$ cat src/rtl/winwdog_pkg.sv
package winwdog_pkg;

    localparam int CNT_W  = 12;
    localparam int DATA_W = 32;
    localparam int ADDR_W = 2;
    localparam int MODE_W = 2 * CNT_W + 6;

    localparam logic [ADDR_W-1:0] ADDR_CTRL = 2'd0;
    localparam logic [ADDR_W-1:0] ADDR_MODE = 2'd1;
    localparam logic [ADDR_W-1:0] ADDR_STAT = 2'd2;

    typedef struct packed {
        logic             idle_pause;
        logic             dbg_pause;
        logic [CNT_W-1:0] delta;
        logic             disable_wd;
        logic             cpu_only;
        logic             rst_en;
        logic             irq_en;
        logic [CNT_W-1:0] reload;
    } mode_t;

    typedef enum logic [1:0] {
        FLT_NONE  = 2'd0,
        FLT_UNDER = 2'd1,
        FLT_EARLY = 2'd2
    } fault_e;

    localparam mode_t MODE_DEFAULT = '{
        idle_pause: 1'b0, dbg_pause: 1'b0, delta: '1, disable_wd: 1'b0,
        cpu_only: 1'b0, rst_en: 1'b1, irq_en: 1'b0, reload: '1
    };

    function automatic mode_t word_to_mode(input logic [DATA_W-1:0] w);
        return mode_t'(w[MODE_W-1:0]);
    endfunction

    function automatic logic [DATA_W-1:0] mode_to_word(input mode_t m);
        return {{(DATA_W-MODE_W){1'b0}}, m};
    endfunction

    function automatic logic [DATA_W-1:0] status_word(
        input logic [CNT_W-1:0] cnt, input logic under, input logic early);
        logic [DATA_W-1:0] w;
        w = '0;
        w[16 +: CNT_W] = cnt;
        w[1] = early;
        w[0] = under;
        return w;
    endfunction

endpackage

$ cat src/rtl/winwdog_cfg.sv
module winwdog_cfg
    import winwdog_pkg::*;
(
    input  logic              clk,
    input  logic              rst,
    input  logic              wr_mode,
    input  logic [DATA_W-1:0] wdata,
    output mode_t             mode_o,
    output logic              locked_o,
    output logic              load_o,
    output logic [CNT_W-1:0]  load_val_o
);
    mode_t mode_q;
    logic  locked_q;
    mode_t mode_new;

    always_comb begin
        mode_new   = word_to_mode(wdata);
        load_o     = wr_mode && !locked_q;
        load_val_o = mode_new.reload;
    end

    always_ff @(posedge clk) begin
        if (rst) begin
            mode_q   <= MODE_DEFAULT;
            locked_q <= 1'b0;
        end else if (load_o) begin
            mode_q   <= mode_new;
            locked_q <= 1'b1;
        end
    end

    assign mode_o   = mode_q;
    assign locked_o = locked_q;
endmodule

$ cat src/rtl/winwdog_cnt.sv
module winwdog_cnt
    import winwdog_pkg::*;
(
    input  logic             clk,
    input  logic             rst,
    input  mode_t            mode,
    input  logic             load,
    input  logic [CNT_W-1:0] load_val,
    input  logic             restart,
    input  logic             tick,
    input  logic             dbg_state,
    input  logic             idle_state,
    output logic [CNT_W-1:0] cnt_o,
    output fault_e           fault_o
);
    logic [CNT_W-1:0] cnt_q;
    logic             running;
    logic             rs_ok;
    logic             tk_ok;

    always_comb begin
        running = !mode.disable_wd
                  && !(mode.dbg_pause && dbg_state)
                  && !(mode.idle_pause && idle_state);
        rs_ok   = restart && !mode.disable_wd;
        tk_ok   = tick && running;
        fault_o = FLT_NONE;
        if (!load) begin
            if (rs_ok) begin
                if (cnt_q > mode.delta) fault_o = FLT_EARLY;
            end else if (tk_ok && cnt_q == '0) begin
                fault_o = FLT_UNDER;
            end
        end
    end

    always_ff @(posedge clk) begin
        if (rst)
            cnt_q <= MODE_DEFAULT.reload;
        else if (load)
            cnt_q <= load_val;
        else if (rs_ok)
            cnt_q <= mode.reload;
        else if (tk_ok)
            cnt_q <= (cnt_q == '0) ? mode.reload : cnt_q - 1'b1;
    end

    assign cnt_o = cnt_q;
endmodule

$ cat src/rtl/winwdog_flt.sv
module winwdog_flt
    import winwdog_pkg::*;
(
    input  logic   clk,
    input  logic   rst,
    input  mode_t  mode,
    input  fault_e fault,
    input  logic   stat_clr,
    output logic   under_o,
    output logic   early_o,
    output logic   irq_o,
    output logic   cpu_rst_o,
    output logic   sys_rst_o
);
    logic under_q, early_q, cpu_q, sys_q;
    logic any_fault;

    assign any_fault = (fault != FLT_NONE);

    always_ff @(posedge clk) begin
        if (rst) begin
            under_q <= 1'b0;
            early_q <= 1'b0;
            cpu_q   <= 1'b0;
            sys_q   <= 1'b0;
        end else begin
            under_q <= (under_q && !stat_clr) || (fault == FLT_UNDER);
            early_q <= (early_q && !stat_clr) || (fault == FLT_EARLY);
            cpu_q   <= any_fault && mode.rst_en && mode.cpu_only;
            sys_q   <= any_fault && mode.rst_en && !mode.cpu_only;
        end
    end

    assign under_o   = under_q;
    assign early_o   = early_q;
    assign irq_o     = mode.irq_en && (under_q || early_q);
    assign cpu_rst_o = cpu_q;
    assign sys_rst_o = sys_q;
endmodule

$ cat src/rtl/winwdog_top.sv
module winwdog_top
    import winwdog_pkg::*;
(
    input  logic              clk,
    input  logic              rst,
    input  logic              wr_en,
    input  logic              rd_en,
    input  logic [ADDR_W-1:0] addr,
    input  logic [DATA_W-1:0] wdata,
    output logic [DATA_W-1:0] rdata,
    input  logic              tick,
    input  logic              dbg_state,
    input  logic              idle_state,
    output logic              irq,
    output logic              cpu_rst_req,
    output logic              sys_rst_req
);
    mode_t            mode;
    logic             locked;
    logic             load;
    logic [CNT_W-1:0] load_val;
    logic [CNT_W-1:0] cnt;
    fault_e           fault;
    logic             under_f, early_f;
    logic             wr_mode, restart, stat_clr;

    assign wr_mode  = wr_en && (addr == ADDR_MODE);
    assign restart  = wr_en && (addr == ADDR_CTRL) && wdata[0];
    assign stat_clr = rd_en && (addr == ADDR_STAT);

    winwdog_cfg u_cfg (
        .clk(clk), .rst(rst), .wr_mode(wr_mode), .wdata(wdata),
        .mode_o(mode), .locked_o(locked), .load_o(load), .load_val_o(load_val)
    );

    winwdog_cnt u_cnt (
        .clk(clk), .rst(rst), .mode(mode), .load(load), .load_val(load_val),
        .restart(restart), .tick(tick), .dbg_state(dbg_state),
        .idle_state(idle_state), .cnt_o(cnt), .fault_o(fault)
    );

    winwdog_flt u_flt (
        .clk(clk), .rst(rst), .mode(mode), .fault(fault), .stat_clr(stat_clr),
        .under_o(under_f), .early_o(early_f), .irq_o(irq),
        .cpu_rst_o(cpu_rst_req), .sys_rst_o(sys_rst_req)
    );

    always_comb begin
        unique case (addr)
            ADDR_MODE: rdata = mode_to_word(mode);
            ADDR_STAT: rdata = status_word(cnt, under_f, early_f);
            default:   rdata = '0;
        endcase
    end
endmodule

$ cat config.mk
export PLATFORM = sky130hd
export DESIGN_NAME = winwdog_top
export DESIGN_NICKNAME = d
export VERILOG_FILES = /design/src/rtl/winwdog_pkg.sv /design/src/rtl/winwdog_cfg.sv /design/src/rtl/winwdog_cnt.sv /design/src/rtl/winwdog_flt.sv /design/src/rtl/winwdog_top.sv
export SDC_FILE = /design/constraint.sdc
export NUM_CORES = 1
export LEC_CHECK = 0
export BUFFER_PORTS_ARGS = -buffer_cell sky130_fd_sc_hd__buf_2
export CAP_MARGIN = 10
export CORE_MARGIN = 1.5
export CORE_UTILIZATION = 59
export DETAILED_ROUTE_END_ITERATION = 6
export PLACE_DENSITY = 0.86
export REMOVE_ABC_BUFFERS = 1
export SKIP_CTS_REPAIR_TIMING = 1
export SLEW_MARGIN = 20
export SYNTH_ARGS = -nofsm -noshare
export SYNTH_HDL_FRONTEND = slang
export SYNTH_HIERARCHICAL = 1
export SYNTH_SLANG_ARGS = --single-unit
$ cat constraint.sdc
create_clock -name clk -period 3.45 [get_ports clk]
set_clock_uncertainty 0.1 [all_clocks]
set_input_delay 0.1725 -clock clk [delete_from_list [all_inputs] [get_ports clk]]
set_output_delay 0.1725 -clock clk [all_outputs]
set_load 0.01 [all_outputs]
-- Yosys cells after proc, flatten, opt, wreduce, memory -nomap -nowiden
Index checks and enable logic that the tools add are counted.
- magnitude comparators: 1
- multiplexer cells: 9
- reduce and logical (&&, ||, !) cells: 31
- add/subtract/negate cells: 1
- equal/unequal tests: 4
- operators by type and width (cell ; count):
    $pmux 30 s2 ; 1
    $mux 12 ; 4
    $logic_and 1x1->1 ; 18
    $gt 12x12->1 ; 1
    $logic_not 12->1 ; 1
    $sub 12x1->12 const B ; 1
    $logic_not 1->1 ; 6
    $mux 2 ; 3
    $eq 2x1->1 const B ; 2
    $eq 2x2->1 const B ; 2
    $logic_or 1x1->1 ; 3
    $reduce_bool 3->1 ; 1
    $logic_not 2->1 ; 1
    $reduce_bool 2->1 ; 1
    $mux 1 ; 1
- input port bits: 41
- bits in registers: 47
- output and inout port bits: 35

-- Longest topological paths before layout
- depth in word-level cells: 12
- depth in mapped cells: 13
- mapped depth without buffers: 9

-- By module
The synthesis kept the hierarchy.
- modules (own cells, without submodules) (module ; area an instance (sq um) ; cells an instance ; sequential area each (sq um) ; instances):
    winwdog_cnt ; 1470.2 ; 191 ; 240.2 ; 1
    winwdog_cfg ; 1377.6 ; 146 ; 620.6 ; 1
    winwdog_top ; 416.6 ; 62 ; 0.0 ; 1
    winwdog_flt ; 157.7 ; 14 ; 80.1 ; 1

-- Worst setup path before layout
OpenSTA, ideal clock, no wires.
- path type: input to register
- start point: input addr[1]
- end point: register u_cnt.cnt_q[4] (netlist: u_cnt/cnt_o[4])
- stages: 11
- path slack: 1.162 ns
- arrival: 2.068 ns
- library setup time: 0.120 ns
- path through: inv_1 ha_1 buf_2 and2_1 nor2b_2 buf_6 buf_8 clkbuf_1 dlymetal6s2s_1 a21oi_1 a211o_1
- RTL lines (what ; RTL line ; text):
    start: declaration ; winwdog_top.sv:8 ; input logic [ADDR_W-1:0] addr,
    $eq 2x1->1 (*) ; winwdog_top.sv:27 ; assign wr_mode = wr_en && (addr == ADDR_MODE);
    $logic_and 1x1->1 (*) ; winwdog_top.sv:27 ;
    named net wr_mode ; winwdog_top.sv:25 ; logic wr_mode, restart, stat_clr;
    $logic_and 1x1->1 (*) ; winwdog_cfg.sv:19 ; load_o = wr_mode && !locked_q;
    named net load ; winwdog_top.sv:20 ; logic load;
    $reduce_bool 3->1 (no line) / $mux 12 (equally long branches) ; -- ;
    end signal: assignment ; winwdog_cnt.sv:39 ; cnt_q <= MODE_DEFAULT.reload;
    end signal: assignment ; winwdog_cnt.sv:41 ; cnt_q <= load_val;
    end signal: assignment ; winwdog_cnt.sv:43 ; cnt_q <= mode.reload;
    end: declaration ; winwdog_cnt.sv:16 ; logic [CNT_W-1:0] cnt_q;
Mark *: on every way through the listed nets, which the timed path passes. The rest lies on a longest branch.
A chain may end at the register's enable or synchronous reset.

-- Final worst setup path
- start point: register u_cnt.cnt_q[0] (netlist: u_cnt/cnt_o[0])
- end point: register u_flt.cpu_q (netlist: u_flt/cpu_rst_o)
- word-level cells in the longest chain between the ends: 8
- ends and longest elaborated chain (what ; RTL line ; text):
    $logic_not 12->1 ; winwdog_cnt.sv:31 ; end else if (tk_ok && cnt_q == '0) begin
    $logic_and 1x1->1 ; winwdog_cnt.sv:31 ;
    $mux 1 ; winwdog_cnt.sv:31 ;
    $mux 2 ; winwdog_cnt.sv:29 ; if (rs_ok) begin
    $mux 2 ; winwdog_cnt.sv:28 ; if (!load) begin
    named net fault[0] ; winwdog_top.sv:23 ; fault_e fault;
    $reduce_bool 2->1 ; winwdog_flt.sv:18 ; assign any_fault = (fault != FLT_NONE);
    $logic_and 1x1->1 (2 in a row) ; winwdog_flt.sv:29 ; cpu_q <= any_fault && mode.rst_en && mode.cpu_only;
    end signal: assignment ; winwdog_flt.sv:29 ;
    end: declaration ; winwdog_flt.sv:15 ; logic under_q, early_q, cpu_q, sys_q;
The timed path passes the listed nets, and every way through them passes these cells.

==> run summary <==
Status: finished, final reports clean
Worst Setup End Kind: flip-flop
Main combinational cell family by area after synthesis: simple AND/OR/NAND/NOR gates
Via Count: 3156
CP Data Required Time: 3580 ps
Setup ws final: 1000 ps
Drt total wl: 8.15 mm
Clk buf depth: 2
Synth Flop Type: dfxtp_1
Pwr Density: 354 mW/mm^2
Largest cells by area after synthesis: dfxtp_1 (27%), mux2i_1 (7.3%), nor2_1 (6.4%)
Layout cell share with drive strength beyond 1: 0.221
Post-synth cell types: 65
Seq cells post-synth: 47
DRT Pass-1 Iters: 5
Drt drc: 0
Hold slack: 19.6 ps
Reg-to-Reg Start: u_cnt/cnt_o[0]$_SDFFE_PP1P_
Starting Density: 0.618
Ys async rst share: 0
Fin util: 0.673
Final setup vio count: 0
Routed vias/inst: 5.95
Clk slew on worst S/H paths: 90 ps
Cell Area, Placed: 0.00361 sq mm
TritonCTS Buffers: 5
Average size of a mapped cell: 8.29 sq um
Clk root buf: clkbuf_8
Grt met1 use: 0.323
Critical Path Start: u_cnt/cnt_o[0]$_SDFFE_PP1P_
DP HPWL: 5.71 mm
Tot Pwr: 1.32 mW
Final hold violations: 0
Yosys top cell area share: 0.275
Die Area: 0.00627 sq mm
Port buffer count: 71
DR WL/cell: 15.4 um
Post-route ant nets: 0
Critical path class: flip-flop to flip-flop
Least-Margin Pin Slew: 845 ps
Floorplan core area: 0.00554 sq mm
Chip height: 79.2 um
Sink Count: 47
Reg2Reg Setup Slack: 1000 ps
Post-synthesis simple-gate area fraction: 0.276
Yosys warnings: 6
Post-Synth Adder-Cell Area: 0.0622
CTS tree: done
Xor/xnor cell area share of the yosys netlist: 0.0128
Most frequent cells after synthesis: nor2_1 (58), dfxtp_1 (47), mux2i_1 (25), and3_1 (20), inv_1 (20)
Crit share post-route: 0.709
Worst relative slew slack: 0.436
Arr. time, crit path: 2570 ps
Synth Area in Compound Gates: 0.190
FMAX: 409 MHz
Crit-path max FO: 8
Final #Nets: 515
Placed Cells: 522
Die width: 79.2 um
Area leader, netlist: dfxtp_1
Pre-CTS WS: 1100 ps
GR Util met2: 0.474
Worst skew pair latency: 300 ps
Maxcap violations: 0
LEAKAGE: 1.72 nW
DRT iter0 DRCs: 230
Vias in the first global route: 3026
R2r endpoint: u_flt/cpu_rst_o$_SDFF_PP0_
Largest net degree at the start of global routing: 46
Global route total overflow: 0
Seq/Total Area, Yosys: 0.275
Non-Filler Instances: 530
Startpoint Class: flip-flop
Layout area overhead: 8.92%
RSZ-0062 raised after global routing: false
Setup TNS: 0 ps
Global-route wire length before repair: 13.5 mm
Most Crowded Layer GR: met2
# fillers: 477
Initial antenna violation count: 0
Post-synth design cell area: 0.00342 sq mm
Mux cell area share after synthesis: 0.0731
Number of diodes: 0
Final instance area: 0.00373 sq mm
I/O pins: 76
Hold Crit Class: input pin to flip-flop
Cells on worst reg2reg path: 7
Mapped Cells: 413
M3 GR Usage: 0.0460
Routability congestion estimate: 0.877
GR Util All Layers: 0.266
Fin crit period: 2450 ps
Count leader, synth: nor2_1
Max Slew Vio Count: 0
Maximum vdd ir drop: 0.194 mV
CTS H-Tree Depth: 2
Number of synthesized flops with an enable pin: 0
Worst setup path endpoint: u_flt/cpu_rst_o$_SDFF_PP0_
Rows: 27
-- cell type report --
cell class              instances  area (sq um)  area share
flip-flops and latches         47           941       0.252
clock inverters                 3          46.3      0.0124
clock buffers                   5          68.8      0.0185
well taps                      72          90.1      0.0242
multi-input cells             307          2110       0.567
repair buffers                 76           393       0.105
inverters                      20          75.1      0.0201
-- power by group --
group	switching (mW)	internal, mW
sequential	0.0416	0.570
combinational	0.161	0.134
clock	0.195	0.218
total	0.398	0.922
-- kinds of logic after synthesis --
kind of cell             after synthesis
AND/OR/NAND/NOR                      167
AO/OA/AOI/OAI                         91
buffers and inverters                 60
flip-flops                            47
multiplexers                          25
adder cells (fa/ha/maj)               17
XOR/XNOR                               5
other                                  1
-- state kept, by name, indices dropped and copies added (netlist names) --
name	count
u_cfg/locked_o	1
u_cfg/mode_o	30
u_cnt/cnt_o	12
u_flt/cpu_rst_o	1
u_flt/early_o	1
u_flt/sys_rst_o	1
u_flt/under_o	1
-- metal layers --
metal,vias to the layer above,share of wire
li1,1556,-
met1,1466,0.42
met2,115,0.49
met3,19,0.063
met4,0,0.024
met5,-,0
-- worst min-delay path by stage --
stage	start	to	slack, ps	cells after the start
finish	wdata[2]	u_cnt/cnt_o[2]$_SDFFE_PP1P_	20	3
detailed placement	wdata[2]	u_cnt/cnt_o[2]$_SDFFE_PP1P_	330	3
global route	wdata[26]	u_cfg/mode_o[26]$_SDFFE_PP1P_	20	3
CTS	wdata[11]	u_cnt/cnt_o[11]$_SDFFE_PP1P_	20	3
floorplan	rst	u_flt/early_o$_SDFF_PP0_	140	1
global placement	wdata[2]	u_cnt/cnt_o[2]$_SDFFE_PP1P_	320	3
-- cells in the final DEF, fill, tap and decap left out, types with 2 or more instances in the layout --
master,synthesis,layout
a211o_1,2,2
nor2_1,58,58
a21o_1,3,3
inv_1,20,20
clkbuf_8,1,5
mux2i_1,25,25
a21o_2,2,2
nor4b_2,2,2
xnor2_1,3,3
a311oi_1,4,4
nand2b_1,17,17
o211ai_1,6,6
o221ai_1,2,2
o21ai_1,5,5
dfxtp_1,47,47
nor3_1,5,5
or3_1,3,3
nand2_1,8,8
a21oi_1,16,16
nand3_1,7,7
and2_1,4,4
buf_4,17,5
or4bb_1,5,5
nor2b_1,17,17
a22oi_1,14,14
a2bb2oi_1,2,2
o31ai_1,4,4
conb_1,1,2
a31oi_1,7,7
nand4_1,7,7
xor2_1,2,2
ha_1,17,17
nor4_1,4,4
and3_1,20,20
a211oi_1,3,3
a21boi_0,2,2
o21ai_0,6,6
a31o_2,3,3
buf_2,7,71
-- worst max-delay path: stages (launching register included) --
cell and delay [ps]:
dfxtp_1 360, inv_1 170, ha_1 180, nor4b_2 480
and3_1 450, and3_1 270, nor2_1 110, nor4bb_2 260
Power figures use the tool's default switching activity.
